**config.mk**
```make
export PLATFORM = sky130hd
export DESIGN_NAME = icu_capture_top
export DESIGN_NICKNAME = d
export VERILOG_FILES = /design/src/rtl/icu_pkg.sv /design/src/rtl/icu_edge.sv /design/src/rtl/icu_channel.sv /design/src/rtl/icu_regs.sv /design/src/rtl/icu_capture_top.sv
export SDC_FILE = /design/constraint.sdc
export NUM_CORES = 1
export LEC_CHECK = 0
export ABC_AREA = 1
export CAP_MARGIN = 15
export CORE_MARGIN = 8
export CORE_UTILIZATION = 30
export CTS_CLUSTER_SIZE = 28
export DETAILED_ROUTE_END_ITERATION = 12
export GPL_TIMING_DRIVEN = 0
export SLEW_MARGIN = 20
export SYNTH_ARGS = -nofsm -noshare
export SYNTH_HDL_FRONTEND = slang
export SYNTH_HIERARCHICAL = 1
export SYNTH_SLANG_ARGS = --single-unit
```
**constraint.sdc**
```tcl
create_clock -name clk -period 2.1 [get_ports clk]
set_input_delay 0.21 -clock clk [delete_from_list [all_inputs] [get_ports clk]]
set_output_delay 0.21 -clock clk [all_outputs]
set_load 0.1 [all_outputs]
```
**src/rtl/icu_pkg.sv**
```systemverilog
package icu_pkg;

    typedef enum logic {
        CH_IDLE = 1'b0,
        CH_HELD = 1'b1
    } ch_state_t;

    typedef enum logic [1:0] {
        EDGE_OFF  = 2'b00,
        EDGE_RISE = 2'b01,
        EDGE_FALL = 2'b10,
        EDGE_BOTH = 2'b11
    } edge_sel_t;

endpackage

```
**src/rtl/icu_edge.sv**
```systemverilog
module icu_edge
    import icu_pkg::*;
(
    input  logic       clk,
    input  logic       rst_n,
    input  logic       pin,
    input  logic [1:0] sel,
    output logic       strobe
);

    logic pin_q;
    logic rise;
    logic fall;

    always_ff @(posedge clk or negedge rst_n) begin
        if (!rst_n) pin_q <= 1'b0;
        else        pin_q <= pin;
    end

    assign rise = pin & ~pin_q;
    assign fall = ~pin & pin_q;

    always_comb begin
        unique case (edge_sel_t'(sel))
            EDGE_OFF:  strobe = 1'b0;
            EDGE_RISE: strobe = rise;
            EDGE_FALL: strobe = fall;
            EDGE_BOTH: strobe = rise | fall;
            default:   strobe = 1'b0;
        endcase
    end

endmodule

```
**src/rtl/icu_channel.sv**
```systemverilog
module icu_channel
    import icu_pkg::*;
#(
    parameter int CW = 16
) (
    input  logic          clk,
    input  logic          rst_n,
    input  logic [CW-1:0] tcnt,
    input  logic          pin,
    input  logic [1:0]    sel,
    input  logic          rd_hit,
    input  logic          clr,
    output logic [CW-1:0] cap,
    output logic          flag,
    output logic          held
);

    ch_state_t     state_q;
    ch_state_t     state_d;
    logic          strobe;
    logic          commit;
    logic [CW-1:0] pend_q;
    logic [CW-1:0] stamp;

    icu_edge u_edge (
        .clk    (clk),
        .rst_n  (rst_n),
        .pin    (pin),
        .sel    (sel),
        .strobe (strobe)
    );

    // state register
    always_ff @(posedge clk or negedge rst_n) begin
        if (!rst_n) state_q <= CH_IDLE;
        else        state_q <= state_d;
    end

    // next state
    always_comb begin
        state_d = state_q;
        unique case (state_q)
            CH_IDLE: if (strobe && rd_hit) state_d = CH_HELD;
            CH_HELD: if (!rd_hit)          state_d = CH_IDLE;
            default:                       state_d = CH_IDLE;
        endcase
    end

    assign commit = !rd_hit && (strobe || (state_q == CH_HELD));
    assign stamp  = strobe ? tcnt : pend_q;
    assign held   = (state_q == CH_HELD);

    // outputs and datapath
    always_ff @(posedge clk or negedge rst_n) begin
        if (!rst_n) begin
            pend_q <= '0;
            cap    <= '0;
            flag   <= 1'b0;
        end else begin
            if (strobe && rd_hit) pend_q <= tcnt;
            if (commit)           cap    <= stamp;
            if (commit)           flag   <= 1'b1;
            else if (clr)         flag   <= 1'b0;
        end
    end

endmodule

```
**src/rtl/icu_regs.sv**
```systemverilog
module icu_regs #(
    parameter int NCH = 3,
    parameter int CW  = 16,
    parameter int AW  = 3
) (
    input  logic              clk,
    input  logic              rst_n,
    input  logic [AW-1:0]     bus_addr,
    input  logic              bus_rd,
    input  logic              bus_wr,
    input  logic [7:0]        bus_wdata,
    input  logic [NCH*CW-1:0] cap_flat,
    input  logic [NCH-1:0]    flags,
    output logic [7:0]        bus_rdata,
    output logic [2*NCH-1:0]  sel_flat,
    output logic [NCH-1:0]    en,
    output logic [NCH-1:0]    rd_hit,
    output logic [NCH-1:0]    clr
);

    localparam logic [AW-1:0] CTRL_A = AW'(2 * NCH);
    localparam logic [AW-1:0] STAT_A = AW'(2 * NCH + 1);

    logic [7:0] rd_next;

    for (genvar g = 0; g < NCH; g++) begin : g_dec
        assign rd_hit[g] = bus_rd && ((bus_addr == AW'(2 * g)) || (bus_addr == AW'(2 * g + 1)));
        assign clr[g]    = bus_wr && (bus_addr == STAT_A) && bus_wdata[g];
    end

    always_ff @(posedge clk or negedge rst_n) begin
        if (!rst_n) begin
            sel_flat <= '0;
            en       <= '0;
        end else if (bus_wr) begin
            if (bus_addr == CTRL_A) sel_flat <= bus_wdata[2*NCH-1:0];
            if (bus_addr == STAT_A) en       <= bus_wdata[4 +: NCH];
        end
    end

    always_comb begin
        rd_next = '0;
        for (int k = 0; k < NCH; k++) begin
            if (bus_addr == AW'(2 * k))     rd_next = cap_flat[k*CW + CW - 8 +: 8];
            if (bus_addr == AW'(2 * k + 1)) rd_next = cap_flat[k*CW +: 8];
        end
        if (bus_addr == CTRL_A) rd_next[2*NCH-1:0] = sel_flat;
        if (bus_addr == STAT_A) begin
            rd_next[NCH-1:0]  = flags;
            rd_next[4 +: NCH] = en;
        end
    end

    always_ff @(posedge clk or negedge rst_n) begin
        if (!rst_n)      bus_rdata <= '0;
        else if (bus_rd) bus_rdata <= rd_next;
    end

endmodule

```
**src/rtl/icu_capture_top.sv**
```systemverilog
module icu_capture_top #(
    parameter int NCH = 3,
    parameter int CW  = 16,
    localparam int AW = $clog2(2 * NCH + 2)
) (
    input  logic           clk,
    input  logic           rst_n,
    input  logic [CW-1:0]  tcnt,
    input  logic [NCH-1:0] cap_pin,
    input  logic [AW-1:0]  bus_addr,
    input  logic           bus_rd,
    input  logic           bus_wr,
    input  logic [7:0]     bus_wdata,
    output logic [7:0]     bus_rdata,
    output logic [NCH-1:0] cap_flag,
    output logic           cap_irq
);

    logic [NCH*CW-1:0] cap_flat;
    logic [2*NCH-1:0]  sel_flat;
    logic [NCH-1:0]    en;
    logic [NCH-1:0]    rd_hit;
    logic [NCH-1:0]    clr;
    logic [NCH-1:0]    held;

    icu_regs #(.NCH(NCH), .CW(CW), .AW(AW)) u_regs (
        .clk       (clk),
        .rst_n     (rst_n),
        .bus_addr  (bus_addr),
        .bus_rd    (bus_rd),
        .bus_wr    (bus_wr),
        .bus_wdata (bus_wdata),
        .cap_flat  (cap_flat),
        .flags     (cap_flag),
        .bus_rdata (bus_rdata),
        .sel_flat  (sel_flat),
        .en        (en),
        .rd_hit    (rd_hit),
        .clr       (clr)
    );

    for (genvar g = 0; g < NCH; g++) begin : g_ch
        icu_channel #(.CW(CW)) u_ch (
            .clk    (clk),
            .rst_n  (rst_n),
            .tcnt   (tcnt),
            .pin    (cap_pin[g]),
            .sel    (sel_flat[2*g +: 2]),
            .rd_hit (rd_hit[g]),
            .clr    (clr[g]),
            .cap    (cap_flat[g*CW +: CW]),
            .flag   (cap_flag[g]),
            .held   (held[g])
        );
    end

    assign cap_irq = |(cap_flag & en);

endmodule

```
Word level (Yosys, flattened, before mapping)
Index checks and enable logic that the tools add are counted.

word-level totals
  latch bits = 0
  ROM bits = 0
  input port bits = 34
  logic and storage cells = 115
  memories = 0
  bits in registers = 122
  output and inout port bits = 12
  bits in writable memories = 0

cells by class
  mux-type cells = 30
  divide/modulo/power cells = 0
  shift operators = 0
  reduce and logical (&&, ||, !) cells = 32
  $add $sub $neg = 0
  $mul = 0
  magnitude comparators = 0
  equal/unequal tests = 16
  bitwise logic cells = 19

operators by type and width
  cell                                            count
  2-to-1 mux 16 bit                               3
  2-to-1 mux 8 bit                                6
  logical AND 1 bit                               13
  == test 2 bit (second input constant)           6
  == test 3 bit (second input constant)           4
  2-to-1 mux 1 bit                                12
  one-hot mux 1 bit (4 select lines)              3
  NOT 1 bit                                       9
  AND 1 bit                                       6
  == test 2 x 1 -> 1 bit (second input constant)  3
  == test 3 x 2 -> 1 bit (second input constant)  2
  zero test 2 bit                                 3
  logical OR 1 bit                                6
  2-to-1 mux 3 bit                                2
  2-to-1 mux 6 bit                                1
  one-hot mux 1 bit (2 select lines)              3
  nonzero test 2 bit                              3
  AND reduction 2 bit                             2
  AND 3 bit                                       1
  == test 3 x 1 -> 1 bit (second input constant)  1
  zero test 1 bit                                 3
  zero test 3 bit                                 1
  OR 1 bit                                        3
  OR reduction 3 bit                              1

Logic depth before layout (Yosys ltp)
Gate-level depths: netlist (run 1).

  word-level depth = 9
  depth in mapped cells = 12
  gate-level depth less buffers = 10

By module
Netlist (run 1), hierarchy kept.

by module, submodules not included
  module           cells each  instances  seq. area each (um^2)  area each (um^2)
  icu_channel      197         3          850.8                  1550.2
  icu_regs         193         1          425.4                  1217.4
  icu_edge         12          3          25.0                   88.8
  icu_capture_top  4           1          0.0                    16.3

Worst setup path before layout (run 1)
Ideal clock, no wire load.

  path type = register to output
  start = register g_ch[1].u_ch.flag
  end = output cap_irq
  stages on the path, launching flop included = 3
  setup slack = 68 ps
  buffers on the path = 0
  data arrival time = 1822 ps
  required time = 1890 ps
  path through = dfrtp_1 nand2_1 nand3_1

on the way
  longest elaborated chain between the ends = 2

RTL lines
  element                   RTL line               RTL
  start: declaration        icu_channel.sv:14      output logic flag,
  start signal: assignment  icu_channel.sv:58      flag <= 1'b0;
  start signal: assignment  icu_channel.sv:62      if (commit) flag <= 1'b1;
  start signal: assignment  icu_channel.sv:63      else if (clr) flag <= 1'b0;
  AND 3 bit                 icu_capture_top.sv:57  assign cap_irq = |(cap_flag & en);
  OR reduction 3 bit        icu_capture_top.sv:57
  end: declaration          icu_capture_top.sv:16  output logic cap_irq

No other way between the ends.

Worst setup path in the final report (run 1)
  start = input bus_rd
  end = register g_ch[0].u_ch.pend_q[11]

on the way
  longest elaborated chain between the ends = 2

RTL lines
  element                 RTL line               RTL
  start: declaration      icu_capture_top.sv:11  input logic bus_rd,
  logical AND 1 bit       icu_regs.sv:27         assign rd_hit[g] = bus_rd && ((bus_addr == AW'(2 * g)) || (bus_addr == AW'(2 * g + 1)));
  via rd_hit[0]           icu_capture_top.sv:22  logic [NCH-1:0] rd_hit;
  logical AND 1 bit       icu_channel.sv:60      if (strobe && rd_hit) pend_q <= tcnt;
  end signal: assignment  icu_channel.sv:60
  end: declaration        icu_channel.sv:22      logic [CW-1:0] pend_q;

The timed path passes the listed nets, and every way through them passes these cells.
A chain may end at the register's enable or synchronous reset.

==> results of run 1 <==
## cells in the final DEF (no fill, tap or decap), types with 5 or more instances in the layout
| cell type | netlist | final |
|---|---|---|
| nor2_4 | 7 | 7 |
| dlygate4sd2_1 | 0 | 11 |
| buf_2 | 15 | 15 |
| ha_1 | 6 | 6 |
| buf_6 | 9 | 9 |
| o21ai_1 | 5 | 5 |
| inv_1 | 43 | 43 |
| clkbuf_16 | 0 | 17 |
| nor2_1 | 32 | 32 |
| a21oi_1 | 10 | 10 |
| inv_2 | 6 | 6 |
| nand2_1 | 448 | 448 |
| o21ai_0 | 6 | 6 |
| nand3_1 | 81 | 81 |
| clkdlybuf4s50_1 | 0 | 29 |
| dfrtp_1 | 122 | 122 |
| nand4_1 | 10 | 10 |
| buf_4 | 10 | 10 |
| clkbuf_8 | 0 | 7 |
## cells by family after synthesis
family,Yosys count
flip-flops,122
adder cells (fa/ha/maj),6
multiplexers,2
AND/OR/NAND/NOR,586
AO/OA/AOI/OAI,24
buffers and inverters,84
## worst max-delay path by stage
| stage | start | to | slack [ns] |
|---|---|---|---|
| 3_3_place_gp | rst_n | u_regs/bus_rdata[4] | -4.21 |
| 6_report | bus_rd | g_ch[0].u_ch/pend_q[11] | 0.10 |
| 2_1_floorplan | g_ch[1].u_ch/flag | cap_irq | 0.07 |
| 5_1_grt | bus_rd | g_ch[0].u_ch/pend_q[10] | 0.001 |
| 3_5_place_dp | bus_rd | g_ch[0].u_ch/pend_q[14] | -0.31 |
| 4_1_cts | g_ch[0].u_ch/flag | cap_irq | 0.03 |
## flip-flops by register name, summed over array words and instances (netlist names)
register,cells
g_ch.u_ch/held,3
g_ch.u_ch/cap,48
g_ch.u_ch/u_edge/pin_q,3
g_ch.u_ch/pend_q,48
u_regs/sel_flat,6
u_regs/en,3
u_regs/bus_rdata,8
g_ch.u_ch/flag,3
## per-stage QoR
step | util (%) | setup WS [ns] | TNS [ns]
final | 37.3 | 0.102 | 0
after detailed placement | 34.4 | -0.312 | -14.53
after CTS | 37.3 | 0.0255 | 0
after global placement | 34.3 | -4.21 | -528.63
after global routing | 37.3 | 0.00112 | 0
after floorplan | - | 0.0678 | 0
## power groups by stage
stage | registers (mW) | clock network [mW] | logic (mW)
final | 3.74 | 2.84 | 2.57
after global routing | 3.84 | 3.00 | 2.92
after CTS | 3.74 | 2.90 | 2.59
after detailed placement | 3.77 | 0 | 2.61
after global placement | 3.76 | 0 | 2.57
after floorplan | 3.98 | 0 | 1.57
## timing repair
item                                   4_1_cts  5_1_grt
setup endpoints to repair                   12        1
endpoints found under the hold margin       28        0
hold buffers                                 1        0
gates resized for setup                     12        2
pin swaps                                    0        0
## area by class of cell
type	count	share of cell area (%)
tap	270	4.49
buffer	35	3.39
multi-input combinational	618	35.4
clock inverter	6	0.799
timing repair buffer	44	5.91
inverter	49	2.45
clock buffer	25	6.99
sequential	122	40.6
## routing by layer
layer / up-vias / routed length (um)
met1: 2383 / 7950
met4: 0 / 423
met3: 24 / 1040
met5: - / 0
met2: 141 / 7340
li1: 2695 / -
==> impl_metrics.ini, run 1 <==
[critical_path]
path_cells = clkdlybuf4s50_1 -> inv_1 -> clkbuf_1 -> nor3_1 -> buf_4 -> nand2_1 -> buf_4 -> nand2_1 -> nand2_1
crit_top_cell = nand2_1
rrSetupSlack_ns = 0.41
path_class = input port to flip-flop
cp_top_family = buffers and inverters
worst-path-max-fanout = 10
crit-reg2reg-launch = g_ch[0].u_ch/u_edge/pin_q
slowest_stage = clkdlybuf4s50_1
required_ns = 2.41
timing.rr.end = g_ch[0].u_ch/cap[6]
start_kind = input port
reg2reg_depth = 11
cp_num_cells = 9
worst-path-buf-inv = 5
crit_path_max_incr_delay_ns = 0.58
end_kind = flip-flop
cp.arrival_ns = 2.30

[finish]
multi_input_area_um2 = 2660
n_antenna_cell = 0
fin_area_um2 = 7520
nets = 927
area_delta_synth_final_pct = 22.2
drive_gt1_share_pct = 9.90
n_fill_cell = 2132
stdcell_count = 1169
seqCellArea_um2 = 3050

[logic_synthesis]
synth_largest_area_cell = dfrtp_1
synthSimpleGateAreaFrac_pct = 39.1
synth_area_um2 = 6150
synth_fa_ha_area_share_pct = 1.22
ys_ff_latch = 122
synth_nets = 864
synth_commonest_cells = nand2_1 (448), dfrtp_1 (122), nand3_1 (81), inv_1 (43), nor2_1 (32)
synth_top_family_by_area = simple AND/OR/NAND/NOR gates
synth-xor-area-share_pct = 0
synthTopCellsByArea = dfrtp_1 (50%), nand2_1 (27%), nand3_1 (6.6%)
yosysWarnings = 6
synth-edff-count = 0
synthArstFlopShare_pct = 100
synth_cell_type_count = 22
synth_compound_area_share_pct = 2.50
synth_flop_cell = dfrtp_1
synthCells = 824
syn_area_per_cell_um2 = 7.46
netlist.area_leader.share_pct = 49.6
synth_seq_area_share_pct = 49.6
yosysMostFrequentCell = nand2_1
muxShareOfSynthArea_pct = 0.366

[cts]
clk_path_buf_depth = 2
cts_root_buf = clkbuf_16
cts_tree = done
post-cts-setup-buffers = 0
numCtsBuffers = 17
clk_latency_ns = 0.42
h-tree-depth = 4
cts.clk_slew.worst_paths_ns = 0.05
cts_num_sinks = 122

[power_and_ir_drop]
p_per_area_nw_per_um2 = 1220
peakVddDrop_mv = 0.538
pwr-share-clk_pct = 31.0
comb_power_share_pct = 28.1
power_frac_seq_pct = 40.8
intPower_mw = 5.90
switching_share_pct = 35.5
cellLeakagePower_nw = 4.05
power_mw = 9.15
switching_power_mw = 3.25

[global_routing]
gr-total-overflow = 0
use_met2_pct = 20.1
track_usage_pct = 13.8
grt_pass1_vias = 5071
gr-usage-met1_pct = 18.5
grt_use_met3_pct = 3.98
grt.busiest_layer = met2
grt_first_pass_wirelength_um = 27600
antenna_found_initial = 0
grt_max_degree = 95

[run_status]
outcome = complete, no violations

[min_path]
hp-class = input port to async pin

[timing]
timing.final.crit_share_pct = 95.1
slew_headroom_pct = 35.2
worstMarginPinSlew_ns = 0.976
hold_viol_final = 0
hold-worst-slack_ns = 0.230
setup_viol_count_final = 0
fin_skew_ns = 0.00696
finalMaxSlewViolations = 0
max_freq_mhz = 501
rsz0062_at_grt = false
min_period_ns = 2.00

[floorplan]
dieArea_um2 = 25300
fp.dieW_um = 159
initial_utilization_pct = 30.5
io_pins = 46
die_h_um = 159
core_um2 = 20200
num_rows = 52

[routing]
drt-initial-drc-count = 481
dr.pass1.iters = 5
wire_per_inst_um = 14.3
viasPerCell = 4.49
drc = 0
routed_wl_um = 16800
vias = 5243
ant_nets = 0

[place]
placed_area_um2 = 6940
place.port_buffers = 42
place_congestion = 0.808
post-place-cells = 1137
dpl.hpwl_um = 12000

[flow_run]
drv_cap = 0
Note: power is estimated with default switching activity, not from simulation.
==> run 2, diff against run 1 <==
--- a/config.mk
+++ b/config.mk
@@ -8,10 +8,12 @@
 export ABC_AREA = 1
 export CAP_MARGIN = 15
 export CORE_MARGIN = 8
-export CORE_UTILIZATION = 30
+export CORE_UTILIZATION = 59
 export CTS_CLUSTER_SIZE = 28
 export DETAILED_ROUTE_END_ITERATION = 12
 export GPL_TIMING_DRIVEN = 0
+export PLACE_DENSITY = 0.8
+export SKIP_CTS_REPAIR_TIMING = 1
 export SLEW_MARGIN = 20
 export SYNTH_ARGS = -nofsm -noshare
 export SYNTH_HDL_FRONTEND = slang
==> run 2 against run 1 <==
- final cell count decreased by 11%
- sequential power barely moved
- clock-buffer cell count shrank 5
- flip-flop and latch count did not move
- via count is 7.6% higher
- highest routed layer unchanged
- largest power group unchanged
- non-clock buffer count unchanged
==> impl_metrics.ini, run 2 (same netlist as run 1, synthesis figures left out) <==
[power_and_ir_drop]
switching_share_pct = 36.0
cellLeakagePower_nw = 4.15
intPower_mw = 5.99
switching_power_mw = 3.37
comb_power_share_pct = 28.6
p_per_area_nw_per_um2 = 1260
pwr-share-clk_pct = 31.1
power_frac_seq_pct = 40.3
peakVddDrop_mv = 0.767

[timing]
worstMarginPinSlew_ns = 0.985
fin_skew_ns = 0.00907
timing.final.crit_share_pct = 92.6
hold_viol_final = 0
finalMaxSlewViolations = 0
finalWorstSetupSlack_ns = 0.155
max_freq_mhz = 514
min_period_ns = 1.94
setup_viol_count_final = 0
rsz0062_at_grt = false
finalSetupTns_ns = 0
slew_headroom_pct = 34.2

[finish]
fin_util_pct = 72.4
nets = 927
n_antenna_cell = 0
final_common_cell = nand2_1
multi_input_area_um2 = 2660
final_cell_mix = nand2_1 (448), dfrtp_1 (122), nand3_1 (81)
stdcell_count = 1035
reg_top3 = g_ch.u_ch/cap x48, g_ch.u_ch/pend_q x48, u_regs/bus_rdata x8
drive_gt1_share_pct = 10.0
area_delta_synth_final_pct = 20.4
n_fill_cell = 758
seqCellArea_um2 = 3050

[floorplan]
dieArea_um2 = 13900
num_rows = 37
initial_utilization_pct = 60.1
core_um2 = 10200
fp.dieW_um = 118
io_pins = 46
die_h_um = 118

[cts]
cts_num_sinks = 122
clk_latency_ns = 0.52
h-tree-depth = 4
clk_path_buf_depth = 2
numCtsBuffers = 17
cts_tree = done
cts_root_buf = clkbuf_8
cts.clk_slew.worst_paths_ns = 0.06

[critical_path]
path_cells = dlymetal6s2s_1
required_ns = 1.89
crit_path_max_incr_delay_ns = 0.78
slowest_stage = dlymetal6s2s_1
cp_top_family = buffers and inverters
reg2reg_depth = 11
start_kind = flip-flop
path_class = flip-flop to primary output
timing.rr.end = g_ch[1].u_ch/cap[7]
worst-path-buf-inv = 1
crit-reg2reg-launch = g_ch[1].u_ch/u_edge/pin_q
rrSetupSlack_ns = 0.34
worst-path-max-fanout = 4
cp.arrival_ns = 1.73
end_kind = primary output

[routing]
dr.pass1.iters = 7
drt-initial-drc-count = 533
vias = 5644
ant_nets = 0
viasPerCell = 5.45
wire_per_inst_um = 15.7
drc = 0
routed_wl_um = 16300

[place]
dpl.hpwl_um = 11500
dp_slack_ns = -0.280
place.port_buffers = 42
post-place-cells = 1003
place_congestion = 0.884

[global_routing]
track_usage_pct = 23.9
gr-usage-met1_pct = 30.9
grt_first_pass_wirelength_um = 26800
grt_max_degree = 73
gr-total-overflow = 0
grt_pass1_vias = 5435
use_met2_pct = 37.6
grt.busiest_layer = met2
grt_use_met3_pct = 5.56
antenna_found_initial = 0

[run_status]
outcome = complete, no violations

[min_path]
hp-class = input port to async pin

[flow_run]
drv_cap = 0
[run 2: changes by cell type in the layout (fill, tap and decap cells not counted), sizes merged]
cell,change
bufinv,+2
clkinv,+2
dlymetal6s2s,+11
clkinvlp,+1
clkbuf,-5
dlygate4sd2,-11
[run 2: cell type report]
class	instances	area share, %
inverter	49	2.48
timing repair buffer	44	6.51
clock inverter	11	1.96
sequential	122	41.2
clock buffer	20	6.15
multi-input combinational	618	35.9
buffer	35	3.45
tap	136	2.30
[run 2: power by group through the flow]
stage | registers (mW) | logic [mW] | clock network (mW)
after floorplan | 3.98 | 1.57 | 0
after global placement | 3.75 | 2.53 | 0
after detailed placement | 3.78 | 2.62 | 0
after CTS | 3.75 | 2.66 | 2.94
after global routing | 3.87 | 2.97 | 3.05
final | 3.77 | 2.68 | 2.91
[run 2: worst max path at each step]
| stage | start | to | slack (ns) | cells after the start |
|---|---|---|---|---|
| floorplan | g_ch[1].u_ch/flag | cap_irq | 0.07 | 2 |
| global placement | rst_n | g_ch[2].u_ch/pend_q[6] | -3.73 | 1 |
| detailed placement | bus_rd | g_ch[1].u_ch/pend_q[8] | -0.28 | 9 |
| CTS | g_ch[1].u_ch/flag | cap_irq | -0.40 | 3 |
| global route | bus_rd | g_ch[1].u_ch/pend_q[8] | 0.07 | 9 |
| finish | g_ch[1].u_ch/flag | cap_flag[1] | 0.16 | 1 |
[run 2: stage by stage]
| stage | hold slack (ns) | power (mW) | instance area (um2) |
|---|---|---|---|
| floorplan | -0.0856 | 5.56 | 6150 |
| global placement | 0.454 | 6.28 | 6740 |
| detailed placement | 0.178 | 6.40 | 6770 |
| CTS | -0.375 | 9.36 | 7370 |
| global route | 0.212 | 9.89 | 7400 |
| finish | 0.198 | 9.36 | 7400 |
[run 2: routing by layer]
metal  up-vias  wire [um]
li1       2683          -
met1      2659       7210
met2       266       7370
met3        36       1210
met4         0        486
met5         -          0
